File: config.mk
export PLATFORM = sky130hd
export DESIGN_NAME = rfalu_core
export DESIGN_NICKNAME = d
export VERILOG_FILES = /design/src/rtl/rfalu_pkg.sv /design/src/rtl/rfalu_regfile.sv /design/src/rtl/rfalu_opsel.sv /design/src/rtl/rfalu_alu.sv /design/src/rtl/rfalu_core.sv
export SDC_FILE = /design/constraint.sdc
export NUM_CORES = 2
export LEC_CHECK = 0
export BUFFER_PORTS_ARGS = -buffer_cell sky130_fd_sc_hd__buf_2
export CAP_MARGIN = 20
export CORE_ASPECT_RATIO = 2
export CORE_MARGIN = 10
export CORE_UTILIZATION = 60
export DETAILED_ROUTE_END_ITERATION = 12
export GPL_TIMING_DRIVEN = 0
export MAX_ROUTING_LAYER = met4
export PLACE_DENSITY = 0.74
export REMOVE_ABC_BUFFERS = 1
export SYNTH_ARGS = -nofsm -noshare
export SYNTH_HDL_FRONTEND = slang
export SYNTH_SLANG_ARGS = --single-unit
File: constraint.sdc
create_clock -name clk -period 16.7 [get_ports clk]
set_input_delay 1.67 -clock clk [delete_from_list [all_inputs] [get_ports clk]]
set_output_delay 1.67 -clock clk [all_outputs]
set_load 0.005 [all_outputs]
File: src/rtl/rfalu_pkg.sv
package rfalu_pkg;

    typedef enum logic [3:0] {
        OP_MOV = 4'd0,
        OP_AND = 4'd1,
        OP_OR  = 4'd2,
        OP_XOR = 4'd3,
        OP_ADD = 4'd4,
        OP_SUB = 4'd5,
        OP_INC = 4'd6,
        OP_DEC = 4'd7
    } alu_op_e;

    localparam int OP_W = 4;

    function automatic logic op_is_legal(input logic [OP_W-1:0] code);
        return code < 4'd8;
    endfunction

endpackage

File: src/rtl/rfalu_regfile.sv
module rfalu_regfile #(
    parameter int XLEN  = 64,
    parameter int NREG  = 16,
    parameter int IDX_W = $clog2(NREG)
) (
    input  logic             clk,
    input  logic             rst,
    input  logic [IDX_W-1:0] rd_a_idx,
    output logic [XLEN-1:0]  rd_a_data,
    input  logic [IDX_W-1:0] rd_b_idx,
    output logic [XLEN-1:0]  rd_b_data,
    input  logic             we,
    input  logic [IDX_W-1:0] wr_idx,
    input  logic [XLEN-1:0]  wr_data
);

    logic [XLEN-1:0] rf_q [NREG];

    for (genvar g = 0; g < NREG; g++) begin : gen_reg
        if (g == 0) begin : gen_zero
            assign rf_q[g] = '0;
        end else begin : gen_flop
            logic [XLEN-1:0] q;
            always_ff @(posedge clk) begin
                if (rst) begin
                    q <= '0;
                end else if (we && wr_idx == IDX_W'(g)) begin
                    q <= wr_data;
                end
            end
            assign rf_q[g] = q;
        end
    end

    assign rd_a_data = rf_q[rd_a_idx];
    assign rd_b_data = rf_q[rd_b_idx];

endmodule

File: src/rtl/rfalu_opsel.sv
module rfalu_opsel #(
    parameter int XLEN  = 64,
    parameter int IMM_W = 16
) (
    input  logic             imm_sel,
    input  logic [IMM_W-1:0] imm,
    input  logic [XLEN-1:0]  reg_val,
    output logic [XLEN-1:0]  operand
);

    localparam int PAD_W = XLEN - IMM_W;

    always_comb begin
        if (imm_sel) begin
            operand = {{PAD_W{1'b0}}, imm};
        end else begin
            operand = reg_val;
        end
    end

endmodule

File: src/rtl/rfalu_alu.sv
module rfalu_alu
    import rfalu_pkg::*;
#(
    parameter int XLEN = 64
) (
    input  logic [OP_W-1:0] op_code,
    input  logic [XLEN-1:0] a,
    input  logic [XLEN-1:0] b,
    output logic [XLEN-1:0] res,
    output logic            cy,
    output logic            cy_vld
);

    localparam int WIDE = XLEN + 1;

    logic [WIDE-1:0] sum_w;
    logic [WIDE-1:0] dif_w;
    logic [WIDE-1:0] inc_w;
    logic [WIDE-1:0] dec_w;

    assign sum_w = {1'b0, a} + {1'b0, b};
    assign dif_w = {1'b0, a} - {1'b0, b};
    assign inc_w = {1'b0, a} + WIDE'(1);
    assign dec_w = {1'b0, a} - WIDE'(1);

    always_comb begin
        res    = '0;
        cy     = 1'b0;
        cy_vld = 1'b0;
        unique case (op_code)
            OP_MOV: res = b;
            OP_AND: res = a & b;
            OP_OR:  res = a | b;
            OP_XOR: res = a ^ b;
            OP_ADD: begin
                res    = sum_w[XLEN-1:0];
                cy     = sum_w[XLEN];
                cy_vld = 1'b1;
            end
            OP_SUB: begin
                res    = dif_w[XLEN-1:0];
                cy     = dif_w[XLEN];
                cy_vld = 1'b1;
            end
            OP_INC: begin
                res    = inc_w[XLEN-1:0];
                cy     = inc_w[XLEN];
                cy_vld = 1'b1;
            end
            OP_DEC: begin
                res    = dec_w[XLEN-1:0];
                cy     = dec_w[XLEN];
                cy_vld = 1'b1;
            end
            default: begin
                res    = '0;
                cy     = 1'b0;
                cy_vld = 1'b0;
            end
        endcase
    end

endmodule

File: src/rtl/rfalu_core.sv
module rfalu_core
    import rfalu_pkg::*;
#(
    parameter int XLEN  = 64,
    parameter int NREG  = 16,
    parameter int IMM_W = 16,
    parameter int IDX_W = $clog2(NREG)
) (
    input  logic             clk,
    input  logic             rst,
    input  logic             op_valid,
    input  logic [OP_W-1:0]  op_code,
    input  logic [IDX_W-1:0] dst_idx,
    input  logic [IDX_W-1:0] src_idx,
    input  logic             imm_sel,
    input  logic [IMM_W-1:0] imm,
    output logic [XLEN-1:0]  rd_dst_data,
    output logic [XLEN-1:0]  rd_src_data,
    output logic [XLEN-1:0]  result,
    output logic             carry,
    output logic             carry_valid,
    output logic             illegal_dst
);

    logic [XLEN-1:0] opnd_b;
    logic [XLEN-1:0] alu_res;
    logic            alu_cy;
    logic            alu_cy_vld;
    logic            legal;
    logic            dst_zero;
    logic            wr_en;

    rfalu_regfile #(
        .XLEN  (XLEN),
        .NREG  (NREG),
        .IDX_W (IDX_W)
    ) u_rf (
        .clk       (clk),
        .rst       (rst),
        .rd_a_idx  (dst_idx),
        .rd_a_data (rd_dst_data),
        .rd_b_idx  (src_idx),
        .rd_b_data (rd_src_data),
        .we        (wr_en),
        .wr_idx    (dst_idx),
        .wr_data   (result)
    );

    rfalu_opsel #(
        .XLEN  (XLEN),
        .IMM_W (IMM_W)
    ) u_opsel (
        .imm_sel (imm_sel),
        .imm     (imm),
        .reg_val (rd_src_data),
        .operand (opnd_b)
    );

    rfalu_alu #(
        .XLEN (XLEN)
    ) u_alu (
        .op_code (op_code),
        .a       (rd_dst_data),
        .b       (opnd_b),
        .res     (alu_res),
        .cy      (alu_cy),
        .cy_vld  (alu_cy_vld)
    );

    always_comb begin
        legal       = op_valid && op_is_legal(op_code);
        dst_zero    = (dst_idx == '0);
        wr_en       = legal && !dst_zero;
        illegal_dst = legal && dst_zero;
        result      = legal ? alu_res : '0;
        carry_valid = op_valid && alu_cy_vld;
        carry       = carry_valid && alu_cy;
    end

endmodule

==> summary.txt <==
Status - complete, no violations
Area growth, synth to finish - 11.0%
Layout Skew - 0.0270 ns
Largest regs - u_rf.gen.gen_flop.q x960
Worst slew margin - 12.0%
Clock root buffer - clkbuf_16
RSZ-0062 raised after global routing - false
Pre-antenna DRT Iters - 8
Clk Latency, worst-skew pair - 0.73 ns
Dominant synthesized flop cell - dfxtp_1
Vias in the first global route - 58,604
Clock Path Buffers - 3
Synth Area in Compound Gates - 22.9%
Share of flip-flops with an asynchronous set or reset - 0%
Die Area - 118,000 µm²
Period utilization - 74.6%
CP max FO - 76
Die H - 475 µm
CTS resizes - 0
Post-synthesis simple-gate area fraction - 14.6%
Overall Global Routing Usage - 43.7%
DR iter-0 viols - 6,436
Post-DR wirelength/cell - 31.7 µm
Post-synth EDFFs - 0
Clock sink count - 960
Setup_tns - 0 ns
Worst Tran Pin Value - 1.32 ns
Routed WL - 255,000 µm
Worst setup EP type - primary output
Post-DP HPWL - 179,000 µm
Die Width - 248 µm
Htree depth - 3
Highest Clock Rate - 80.3 MHz
Worst Path Required - 15.03 ns
Min Hold Slack - 0.507 ns
Reg clk slew, reported paths - 0.07 ns
Flops & latches, synth - 960
Post-synthesis mux area share - 19.6%
Pwr/cell area - 79.7 nW/µm²
Startpoint types - input port
Crit path DAT - 10.79 ns
Initial antenna violation count - 5
Fill count - 8,298
DRC viols - 0
Port-buffer cells - 226
Worst setup path class - in -> out
Proportion of layout cells with a drive suffix above 1 - 20.0%
Setup repair bufs after CTS - 0
Largest net degree at the start of global routing - 148
# nets final - 6,865
Post-Synth Adder-Cell Area - 3.97%
Io pins - 227
First-pass GRT wire length - 375,000 µm
Largest Register - u_rf.gen.gen_flop.q
Setup slack at placement - 4.34 ns
Post-synthesis sequential area ratio - 30.9%
Final GP Congestion - 1.09
Pins Over Slew Limit - 0
Most frequent cells in the layout - 1,284 x nor2_1, 960 x dfxtp_1, 912 x a211oi_1, 449 x mux4_2, 219 x buf_2
Final Hold Viols - 0
Min Tclk post-route - 12.46 ns
Initial Util - 60.5%
Max reg flops - 960
Antenna Violating Nets Remaining - 0
Hold Path Class - reg -> reg
Vias - 58,962
CTS tree - done
Post-Syn Area - 62,100 µm²
Core area - 103,000 µm²
Library cells used by synthesis - 109
Combinational family with the most area after synthesis - compound AO/OA/AOI/OAI gates
Endpoints failing setup - 0
Num CTS Buffers - 89
Count of warnings emitted by yosys - 0
XOR/XNOR Fraction of Synth Area - 1.88%
Final setup margin - 4.24 ns
Max VDD drop - 0.0871 mV
Hold buffers post-CTS - 0
Remaining global-route overflow - 0
Rows - 166
P_leak - 24.1 nW
Vias per inst - 7.32
Mean Syn Cell Area - 9.17 µm²
Synth Instances - 6,773
Leading cell type in the layout, fill and taps excluded - nor2_1
Max-cap violations - 0
cell families (layout without fill, tap and decap cells):
family,Yosys count,in the layout
and+or+nand+nor,2038,2038
xor gates and xnor gates,133,133
other,0,5
buffers and inverters,898,832
DFF,960,960
muxes,623,623
adders and majority gates,196,196
AOI/OAI and AO/OA,1925,1925
report_power, final:
| group | switching [mW] | internal (mW) | total, mW |
|---|---|---|---|
| Combinational | 0.641 | 0.312 | 0.953 |
| Sequential | 0.0225 | 2.32 | 2.34 |
| Clock | 0.960 | 1.24 | 2.20 |
| Total | 1.62 | 3.87 | 5.50 |
metal layers:
layer	GRT usage (%)	wire length (µm)
met1	46.3	84800
met3	10.6	25700
met2	68.8	120000
met4	34.8	24500
met5	-	0
cell usage after synthesis (all sizes together) (11+ instances only):
master / instances / area share [%]
and3: 23 / 0.23
mux4: 458 / 17
ha: 194 / 3.9
o21bai: 31 / 0.37
a211oi: 943 / 12
o21ai: 136 / 1.1
a22o: 74 / 1.0
nand2b: 68 / 0.68
o22ai: 41 / 0.41
nand3: 78 / 0.63
or3: 13 / 0.13
nor2: 1295 / 7.8
a21oi: 219 / 1.8
mux2i: 35 / 0.56
a31oi: 27 / 0.27
and2: 19 / 0.19
nor3: 158 / 1.3
o31a: 28 / 0.41
o211ai: 21 / 0.25
a221oi: 77 / 1.1
o221ai: 47 / 0.66
mux2: 130 / 2.4
nor4: 48 / 0.55
or2: 12 / 0.12
inv: 204 / 1.2
a21o: 37 / 0.45
nor2b: 74 / 0.75
nand2: 157 / 0.95
nand4: 50 / 0.53
o31ai: 56 / 0.85
clkbuf: 529 / 3.2
a22oi: 79 / 0.96
buf: 159 / 1.7
o21a: 17 / 0.21
dfxtp: 960 / 31
a211o: 11 / 0.16
xnor2: 131 / 1.8
critical path: stages:
cell and delay, ns:
buf_8 0.44, buf_16 0.41, and2b_4 0.76, buf_16 0.37, a221oi_1 0.17, o31ai_2 0.85
inv_1 0.29, ha_1 0.55, inv_1 0.16, a21oi_1 0.21, o31ai_1 0.13, a2111oi_0 0.53
o21a_1 0.24, a2bb2oi_1 0.98, a21boi_0 0.47, o31ai_2 0.31, clkbuf_8 0.21, xnor2_1 0.08
a221oi_2 1.04, nor2_1 0.28, buf_2 0.23
through the flow:
| stage | instances | instance area [µm²] | total power, mW | util, % |
|---|---|---|---|---|
| CTS | 8036 | 68700 | 5.45 | 67.0 |
| global route | 8056 | 68900 | 5.63 | 67.2 |
| finish | 8056 | 68900 | 5.50 | 67.2 |
| global placement | 7652 | 61900 | 3.28 | 60.3 |
| floorplan | 6082 | 59100 | 2.86 | - |
| detailed placement | 7875 | 65700 | 3.30 | 64.0 |
worst paths after layout:
| check | from | endpoint | slack, ns | cells after the start |
|---|---|---|---|---|
| hold reg to reg | u_rf.gen_reg[10].gen_flop.q[16] | u_rf.gen_reg[10].gen_flop.q[16] | 0.51 | 2 |
| setup / recovery | dst_idx[0] | result[47] | 4.24 | 21 |
| hold / removal | u_rf.gen_reg[10].gen_flop.q[16] | u_rf.gen_reg[10].gen_flop.q[16] | 0.51 | 2 |
| setup reg to reg | u_rf.gen_reg[12].gen_flop.q[2] | u_rf.gen_reg[12].gen_flop.q[47] | 9.07 | 17 |
area by class of cell:
| type | count | area [µm²] | share of cell area, % |
|---|---|---|---|
| timing repair buffer | 464 | 4710 | 6.83 |
| multi-input combinational | 4915 | 39500 | 57.2 |
| sequential | 960 | 19200 | 27.9 |
| antenna | 5 | 12.5 | 0.0182 |
| clock inverter | 35 | 524 | 0.761 |
| clock buffer | 126 | 2550 | 3.70 |
| tap | 1344 | 1680 | 2.44 |
| inverter | 207 | 779 | 1.13 |
Power figures use the tool's default switching activity.
